$ cat src/rtl/spi_regs_pkg.sv
package spi_regs_pkg;
  localparam int unsigned LEN_W   = 7;
  localparam int unsigned B_GO    = 8;
  localparam int unsigned B_RXNEG = 9;
  localparam int unsigned B_TXNEG = 10;
  localparam int unsigned B_LSB   = 11;
  localparam int unsigned B_IE    = 12;
  localparam int unsigned B_AUTO  = 13;

  typedef struct packed {
    logic             auto_ss;
    logic             ie;
    logic             lsb;
    logic             txneg;
    logic             rxneg;
    logic [LEN_W-1:0] len;
  } ctrl_t;
endpackage

$ cat src/rtl/spi_regs_bus.sv
module spi_regs_bus #(
  parameter int unsigned DATA_W = 32,
  parameter int unsigned ADDR_W = 5,
  localparam int unsigned SEL_W = DATA_W / 8,
  localparam int unsigned IDX_W = ADDR_W - 2
) (
  input  logic             clk,
  input  logic             rst,
  input  logic             cyc,
  input  logic             stb,
  input  logic             we,
  input  logic [ADDR_W-1:0] adr,
  input  logic [SEL_W-1:0] sel,
  output logic             ack,
  output logic             err,
  output logic             acc_ok,
  output logic             wr_ok,
  output logic [IDX_W-1:0] idx
);
  logic req;
  logic full;

  assign req    = cyc & stb & ~ack & ~err;
  assign full   = &sel;
  assign acc_ok = req & full;
  assign wr_ok  = acc_ok & we;
  assign idx    = adr[ADDR_W-1:2];

  always_ff @(posedge clk) begin
    if (rst) begin
      ack <= 1'b0;
      err <= 1'b0;
    end else begin
      ack <= req & full;
      err <= req & ~full;
    end
  end
endmodule

$ cat src/rtl/spi_regs_ctrl.sv
module spi_regs_ctrl
  import spi_regs_pkg::*;
#(
  parameter int unsigned DATA_W = 32
) (
  input  logic              clk,
  input  logic              rst,
  input  logic              wr_ctrl,
  input  logic              acc_ok,
  input  logic [DATA_W-1:0] wdata,
  input  logic              done,
  output ctrl_t             ctrl,
  output logic              go,
  output logic              start,
  output logic              irq
);
  always_ff @(posedge clk) begin
    if (rst) begin
      ctrl  <= '0;
      go    <= 1'b0;
      start <= 1'b0;
    end else begin
      start <= 1'b0;
      if (wr_ctrl && !go) begin
        ctrl.len     <= wdata[LEN_W-1:0];
        ctrl.rxneg   <= wdata[B_RXNEG];
        ctrl.txneg   <= wdata[B_TXNEG];
        ctrl.lsb     <= wdata[B_LSB];
        ctrl.ie      <= wdata[B_IE];
        ctrl.auto_ss <= wdata[B_AUTO];
        if (wdata[B_GO]) begin
          go    <= 1'b1;
          start <= 1'b1;
        end
      end else if (go && done) begin
        go <= 1'b0;
      end
    end
  end

  always_ff @(posedge clk) begin
    if (rst) begin
      irq <= 1'b0;
    end else if (go && done && ctrl.ie) begin
      irq <= 1'b1;
    end else if (acc_ok) begin
      irq <= 1'b0;
    end
  end
endmodule

$ cat src/rtl/spi_regs_ss.sv
module spi_regs_ss #(
  parameter int unsigned SS_W = 8
) (
  input  logic            clk,
  input  logic            rst,
  input  logic            wr_ss,
  input  logic [SS_W-1:0] wdata,
  input  logic            auto_ss,
  input  logic            go,
  output logic [SS_W-1:0] ss_q,
  output logic [SS_W-1:0] ss_n
);
  logic [SS_W-1:0] active;

  assign active = auto_ss ? (go ? ss_q : '0) : ss_q;

  always_ff @(posedge clk) begin
    if (rst) begin
      ss_q <= '0;
      ss_n <= '1;
    end else begin
      if (wr_ss) ss_q <= wdata;
      ss_n <= ~active;
    end
  end
endmodule

$ cat src/rtl/spi_regs.sv
module spi_regs
  import spi_regs_pkg::*;
#(
  parameter int unsigned DATA_W    = 32,
  parameter int unsigned ADDR_W    = 5,
  parameter int unsigned NUM_WORDS = 4,
  parameter int unsigned SS_W      = 8,
  parameter int unsigned DIV_W     = 16,
  parameter logic [DIV_W-1:0] DIV_RESET = '1,
  localparam int unsigned SEL_W    = DATA_W / 8,
  localparam int unsigned IDX_W    = ADDR_W - 2,
  localparam int unsigned BUF_W    = NUM_WORDS * DATA_W
) (
  input  logic              clk,
  input  logic              rst,
  input  logic              bus_cyc,
  input  logic              bus_stb,
  input  logic              bus_we,
  input  logic [ADDR_W-1:0] bus_adr,
  input  logic [SEL_W-1:0]  bus_sel,
  input  logic [DATA_W-1:0] bus_wdata,
  output logic [DATA_W-1:0] bus_rdata,
  output logic              bus_ack,
  output logic              bus_err,
  output logic              irq,
  output logic              xfer_start,
  output logic              xfer_go,
  input  logic              xfer_done,
  output logic [LEN_W-1:0]  char_len,
  output logic              lsb_first,
  output logic              tx_neg,
  output logic              rx_neg,
  output logic [DIV_W-1:0]  clk_div,
  output logic [BUF_W-1:0]  tx_data,
  input  logic [BUF_W-1:0]  rx_data,
  output logic [SS_W-1:0]   ss_n
);
  localparam logic [IDX_W-1:0] IDX_CTRL = IDX_W'(NUM_WORDS);
  localparam logic [IDX_W-1:0] IDX_DIV  = IDX_W'(NUM_WORDS + 1);
  localparam logic [IDX_W-1:0] IDX_SS   = IDX_W'(NUM_WORDS + 2);

  logic             acc_ok;
  logic             wr_ok;
  logic [IDX_W-1:0] idx;
  ctrl_t            ctrl;
  logic [SS_W-1:0]  ss_q;
  logic [DIV_W-1:0] div_q;
  logic [DATA_W-1:0] rd_mux;

  spi_regs_bus #(.DATA_W(DATA_W), .ADDR_W(ADDR_W)) u_bus (
    .clk(clk), .rst(rst), .cyc(bus_cyc), .stb(bus_stb), .we(bus_we),
    .adr(bus_adr), .sel(bus_sel), .ack(bus_ack), .err(bus_err),
    .acc_ok(acc_ok), .wr_ok(wr_ok), .idx(idx)
  );

  spi_regs_ctrl #(.DATA_W(DATA_W)) u_ctrl (
    .clk(clk), .rst(rst), .wr_ctrl(wr_ok && idx == IDX_CTRL),
    .acc_ok(acc_ok), .wdata(bus_wdata), .done(xfer_done),
    .ctrl(ctrl), .go(xfer_go), .start(xfer_start), .irq(irq)
  );

  spi_regs_ss #(.SS_W(SS_W)) u_ss (
    .clk(clk), .rst(rst), .wr_ss(wr_ok && idx == IDX_SS),
    .wdata(bus_wdata[SS_W-1:0]), .auto_ss(ctrl.auto_ss), .go(xfer_go),
    .ss_q(ss_q), .ss_n(ss_n)
  );

  // Transmit words: one register per word, frozen while a transfer runs
  for (genvar i = 0; i < NUM_WORDS; i++) begin : g_tx
    logic [DATA_W-1:0] word_q;
    always_ff @(posedge clk) begin
      if (rst) word_q <= '0;
      else if (wr_ok && !xfer_go && idx == IDX_W'(i)) word_q <= bus_wdata;
    end
    assign tx_data[i*DATA_W +: DATA_W] = word_q;
  end

  always_ff @(posedge clk) begin
    if (rst) div_q <= DIV_RESET;
    else if (wr_ok && idx == IDX_DIV) div_q <= bus_wdata[DIV_W-1:0];
  end

  always_comb begin
    rd_mux = '0;
    if (idx < IDX_CTRL) begin
      for (int i = 0; i < NUM_WORDS; i++) begin
        if (idx == IDX_W'(i)) rd_mux = rx_data[i*DATA_W +: DATA_W];
      end
    end else if (idx == IDX_CTRL) begin
      rd_mux[LEN_W-1:0] = ctrl.len;
      rd_mux[B_GO]      = xfer_go;
      rd_mux[B_RXNEG]   = ctrl.rxneg;
      rd_mux[B_TXNEG]   = ctrl.txneg;
      rd_mux[B_LSB]     = ctrl.lsb;
      rd_mux[B_IE]      = ctrl.ie;
      rd_mux[B_AUTO]    = ctrl.auto_ss;
    end else if (idx == IDX_DIV) begin
      rd_mux[DIV_W-1:0] = div_q;
    end else if (idx == IDX_SS) begin
      rd_mux[SS_W-1:0] = ss_q;
    end
  end

  always_ff @(posedge clk) begin
    if (rst) bus_rdata <= '0;
    else if (acc_ok) bus_rdata <= rd_mux;
  end

  assign char_len  = ctrl.len;
  assign lsb_first = ctrl.lsb;
  assign tx_neg    = ctrl.txneg;
  assign rx_neg    = ctrl.rxneg;
  assign clk_div   = div_q;
endmodule

$ cat config.mk
export PLATFORM = sky130hd
export DESIGN_NAME = spi_regs
export DESIGN_NICKNAME = d
export VERILOG_FILES = /design/src/rtl/spi_regs_pkg.sv /design/src/rtl/spi_regs_bus.sv /design/src/rtl/spi_regs_ctrl.sv /design/src/rtl/spi_regs_ss.sv /design/src/rtl/spi_regs.sv
export SDC_FILE = /design/constraint.sdc
export NUM_CORES = 1
export LEC_CHECK = 0
export BUFFER_PORTS_ARGS = -buffer_cell sky130_fd_sc_hd__buf_4
export CAP_MARGIN = 20
export CORE_MARGIN = 1
export CORE_UTILIZATION = 30
export CTS_CLUSTER_DIAMETER = 120
export DETAILED_ROUTE_END_ITERATION = 7
export PLACE_DENSITY = 0.55
export SLEW_MARGIN = 40
export SYNTH_ARGS = -nofsm -noshare
export SYNTH_HDL_FRONTEND = slang
export SYNTH_SLANG_ARGS = --single-unit
$ cat constraint.sdc
create_clock -name clk -period 1.54 [get_ports clk]
set_input_delay 0.154 -clock clk [delete_from_list [all_inputs] [get_ports clk]]
set_output_delay 0.154 -clock clk [all_outputs]
set_load 0.005 [all_outputs]
# Word-level counts from Yosys, hierarchy flattened
# Cells that the tools add are included.
# totals
reg_bits,209
output_inout_bits,199
# classes
magnitude_cmp,1
eq_ne,7
muxes,21
n_bitwise,11
n_reduce_logical,18
# ops
op,n
32-bit 2-to-1 mux,4
8-bit 2-to-1 mux,5
16-bit 2-to-1 mux,2
1-bit logical AND,11
"3-bit equality test, second input constant",3
8-bit inverter,1
1-bit 2-to-1 mux,7
7-bit 2-to-1 mux,1
1-bit AND,6
"3-bit by 2-bit equality test with 1-bit output, second input constant",2
6-bit 2-to-1 mux,1
1-bit inverter,4
4-bit AND reduction,1
2-bit nonzero test,2
"3-bit by 1-bit equality test with 1-bit output, second input constant",1
3-bit zero test,1
"3-bit less-than comparator, second input constant",1
2-bit 2-to-1 mux,1
"2-bit != test, second input constant",1
2-bit AND reduction,1
2-bit OR reduction,1
1-bit zero test,1

# Depth between registers and ports, before layout
# depth
depth_word,9
ltp_mapped,7

# By module
# A second synthesis with hierarchy kept.
# unflattened
cells_unflattened,1003
hier_area_um2,8805.9
# modules_own_cells
module,n_inst,cells_each,area_each_um2,seq_area_each_um2
spi_regs,1,882,7469.7,3523.4
spi_regs_ctrl,1,64,691.9,300.3
spi_regs_ss,1,45,518.0,320.3
spi_regs_bus,1,12,126.4,40.0

# Worst setup path after synthesis
# OpenSTA, ideal clock, no wires.
# synth_timing
path_type,register -> register
from,reg u_ctrl.go
to,reg u_ctrl.ctrl[8] (netlist name)
setup_time_ns,0.128
arrival_ns,1.497
slack_ns,-0.084
path_stages_with_launch,6
n_path_buf,1
cell_sequence,dfxtp_1 or3b_1 nor4_4 buf_6 mux2i_1 nor2_1
# synth_via
elab_chain_len,2
# synth_rtl
item,line,text
"start, declared",spi_regs_ctrl.sv:13,"output logic go,"
"start signal, assigned",spi_regs_ctrl.sv:20,go <= 1'b0;
"start signal, assigned",spi_regs_ctrl.sv:32,go <= 1'b1;
"start signal, assigned",spi_regs_ctrl.sv:36,go <= 1'b0;
1-bit zero test,spi_regs_ctrl.sv:24,if (wr_ctrl && !go) begin
1-bit logical AND,spi_regs_ctrl.sv:24,
# Every way passes these cells.
# A chain may end at the register's enable or synchronous reset.

# Final worst setup path
# layout_timing
from,reg u_bus.err
to,reg g_tx[3].word_q[5]
# layout_via
elab_chain_len,6
# layout_rtl
item,line,text
"start, declared",spi_regs_bus.sv:15,"output logic err,"
"start signal, assigned",spi_regs_bus.sv:35,err <= req & ~full;
1-bit inverter,spi_regs_bus.sv:23,assign req = cyc & stb & ~ack & ~err;
1-bit AND,spi_regs_bus.sv:23,
1-bit AND,spi_regs_bus.sv:25,assign acc_ok = req & full;
1-bit AND,spi_regs_bus.sv:26,assign wr_ok = acc_ok & we;
1-bit logical AND (2 in series),spi_regs.sv:73,else if (wr_ok && !xfer_go && idx == IDX_W'(i)) word_q <= bus_wdata;
"end signal, assigned",spi_regs.sv:73,
"end, declared",spi_regs.sv:70,logic [DATA_W-1:0] word_q;
# Every way passes these cells.

==> summary.md <==
| Metric | Value |
|---|---|
| RR Startpoint | u_bus.err |
| Hold depth | 2 |
| Max incr delay on CP | 350 ps |
| Syn Nets | 1110 |
| Tightest Pin Transition | 548.1 ps |
| Worst path buffer plus inverter count | 2 |
| Routability cong. | 0.8032 |
| Post-route clock period utilization | 106.4% |
| Final setup margin | -98.24 ps |
| Number of flops mapped to enable cells by yosys | 0 |
| Routed vias/inst | 4.823 |
| Avg Cell Area, Syn | 9.081 µm² |
| Most frequent cells in the layout | 403 x buf_4, 206 x dfxtp_1, 187 x nand2_1 |
| Tot Pwr | 0.01245 W |
| Synth Flop Type | dfxtp_1 |
| Slowest CP cell | and4_2 |
| DRT Pass-1 Iters | 5 |
| Routed length per instance | 19.38 µm |
| Clock latency on the worst-skew pair | 510 ps |
| GRT Overall Usage | 21.57% |
| CTS max path bufs | 3 |
| Ports | 374 |
| Met3 global-route usage | 4.953% |
| Root Driver | clkbuf_16 |
| Largest net degree at the start of global routing | 51 |
| Met1 Use GR | 27.09% |
| Status | finished with violations |
| Yosys cell types | 42 |
| Sequence of cells on the critical path | and4bb_2, buf_6, and4_2, clkbuf_16, nand2_1, a21oi_1 |
| Register bit total from synthesis | 209 |
| M2 GR Usage | 36.19% |
| HP Class | primary input to flop |
| Pleak | 5.986 nW |
| Min cycle time layout | 1638 ps |
| Most common cell after layout, fill and taps aside | buf_4 |
| DR iter-0 viols | 473 |
| Hpwl dp | 22550 µm |
| Worst-path fanout max | 16 |
| Final Routed Wirelength | 33840 µm |
| R2R Setup Slk | -100 ps |
| H-Tree Depth | 1 |
| First-pass GRT wire length | 47610 µm |
| Async S/R FF share, synth | 0% |
| Pwr dens | 899.0 nW/µm² |
| Fmax | 610.4 MHz |
| Via count | 8421 |
| Sequential-to-total area share from yosys stat | 49.28% |
| Worst reg2reg path endpoint | g_tx[3].word_q[5] |
| Worst setup SP type | flop |
| Vias in the first global route | 7916 |
| Starting Density | 30.56% |
| Post-Syn Area | 8491 µm² |
| Post-route DRC violation count | 0 |
| CP endpoint kind | flop |
| Die height | 170.2 µm |
| Hold Path Origin | rst |
| Final Hold Fails | 0 |
| Final setup viols | 131 |
| Max_slew headroom | 63.32% |
| CTS tree | built |
| CP delay by family, top | simple AND/OR/NAND/NOR gates |
| Worst Path Arrival | 2080 ps |
| Clk sink count | 209 |
| Warnings from Yosys | 0 |
| Fin. max-slew vios | 0 |
| Row count | 61 |
| Grt ovf | 0 |
| Post-layout net count | 1526 |
| Post-Layout Cell Count | 1746 |
| Die W | 170.2 µm |
| Fin Setup TNS | -6354 ps |
| I/O Buffers | 371 |
| Max IR drop VDD | 0.8760 mV |
| GRT Max-Usage Layer | met2 |
| Die Area | 28980 µm² |
| Antenna diodes | 0 |
| Setup CP Type | flop to flop |
| FILL cells | 2619 |
| Antenna violations before repair | 0 |
| Unrepaired setup endpoints after global routing | yes |
| Clk slew on worst S/H paths | 60 ps |
| Worst hold endpoint | g_tx[1].word_q[13] |
| ANT nets after route | 0 |
| Core Util, Final | 49.84% |
| Num CTS Buffers | 24 |
| Core area | 27780 µm² |
| Cells on worst reg2reg path | 6 |
| Layout cells sized above 1 | 42.40% |
| Skew final | 6.386 ps |
| Placed insts | 1653 |
| Failing checks | setup timing |
| Synthesized instance count | 935 |
| Layout Area Growth over Synthesis | 63.09% |
| Worst endpoint required time | 1980 ps |
| Max Cap Viol | 0 |
==> where the power goes <==
| group | switching [W] | internal, W | leakage, nW |
|---|---|---|---|
| clock | 0.00227 | 0.00362 | 0.407 |
| combinational | 0.000513 | 0.000621 | 3.89 |
| sequential | 0.00000608 | 0.00542 | 1.69 |
==> final cells by class <==
| cell class | count | area, µm² | area share, % |
|---|---|---|---|
| clock buffers | 36 | 737.0 | 5.322 |
| clock inverters | 7 | 87.58 | 0.6325 |
| inverters | 2 | 7.507 | 0.05422 |
| multi-input cells | 641 | 4267 | 30.81 |
| flip-flops and latches | 209 | 4188 | 30.24 |
| well taps | 378 | 473.0 | 3.416 |
| repair buffers | 473 | 4088 | 29.52 |
==> cell families after synthesis <==
group	share of synthesized area (%)
buf+inv	5.040
flops	49.28
compound gates	10.98
simple gates	18.83
mux	15.87
==> per-layer routing <==
| layer | wire length [µm] | vias up |
|---|---|---|
| li1 | - | 4045 |
| met1 | 14230 | 4014 |
| met2 | 16130 | 301 |
| met3 | 2476 | 61 |
| met4 | 1001 | 0 |
| met5 | 0 | - |
==> flip-flops by register name, summed over array words and instances (netlist names) <==
register      count
u_ss.ss_n         8
u_ctrl.irq        1
u_ctrl.ctrl      12
u_ctrl.go         1
g_tx.word_q     128
u_bus.ack         1
bus_rdata        32
u_ss.ss_q         8
u_ctrl.start      1
u_bus.err         1
clk_div          16
==> worst reg2reg max path, cell delays in order, from the launching register on <==
cell and delay [ps]:
dfxtp_2 320, and4bb_2 320, buf_6 130, and4_2 350, clkbuf_16 240, nand2_1 80, a21oi_1 130
==> worst max-delay path by stage <==
stage	cells after the start	slack, ps	from	endpoint
after detailed placement	7	-70	bus_adr[2]	bus_rdata[1]
final	6	-100	u_bus.err	g_tx[3].word_q[5]
after floorplan	6	-60	u_bus.ack	u_ctrl.ctrl[8]
after CTS	7	-80	u_bus.ack	u_ss.ss_q[0]
after global placement	6	-50	bus_adr[2]	bus_rdata[27]
after global routing	7	-180	u_bus.err	g_tx[1].word_q[18]
==> Yosys cell counts, drive strengths merged, types with 2 or more instances <==
master | n | area, µm²
dfxtp | 209 | 4184
a2111oi | 6 | 52.55
a22oi | 16 | 120.1
nand2 | 207 | 777.0
and4 | 4 | 35.03
a221oi | 2 | 17.52
nor3 | 26 | 135.1
nand2b | 5 | 31.28
nand4 | 5 | 37.53
clkbuf | 42 | 157.7
nor4b | 2 | 23.77
o22ai | 6 | 37.54
a211oi | 6 | 45.04
a21oi | 120 | 600.6
a32oi | 3 | 26.28
nor4 | 4 | 61.31
mux4 | 26 | 585.6
buf | 41 | 262.8
nor2 | 116 | 435.4
mux2i | 75 | 750.7
==> stage by stage <==
stage          area (µm²)  setup slack, ps  hold slack [ps]
2_1_floorplan        8503           -58.86            291.1
3_3_place_gp        11970           -45.81            383.1
3_5_place_dp        11970           -67.24            382.0
4_1_cts             13270           -81.81            42.41
5_1_grt             13850           -176.8            67.67
6_report            13850           -98.24            69.76
==> what timing repair did <==
| item | CTS | global route |
|---|---|---|
| endpoints found under the hold margin | 162 | 0 |
| setup endpoints to repair | 83 | 167 |
| pin swaps | 3 | 48 |
| gates resized for setup | 14 | 87 |
| gates cloned | 3 | 6 |
| hold buffers | 33 | 0 |
| setup buffers | 3 | 5 |
(Power assumes the default switching activity.)
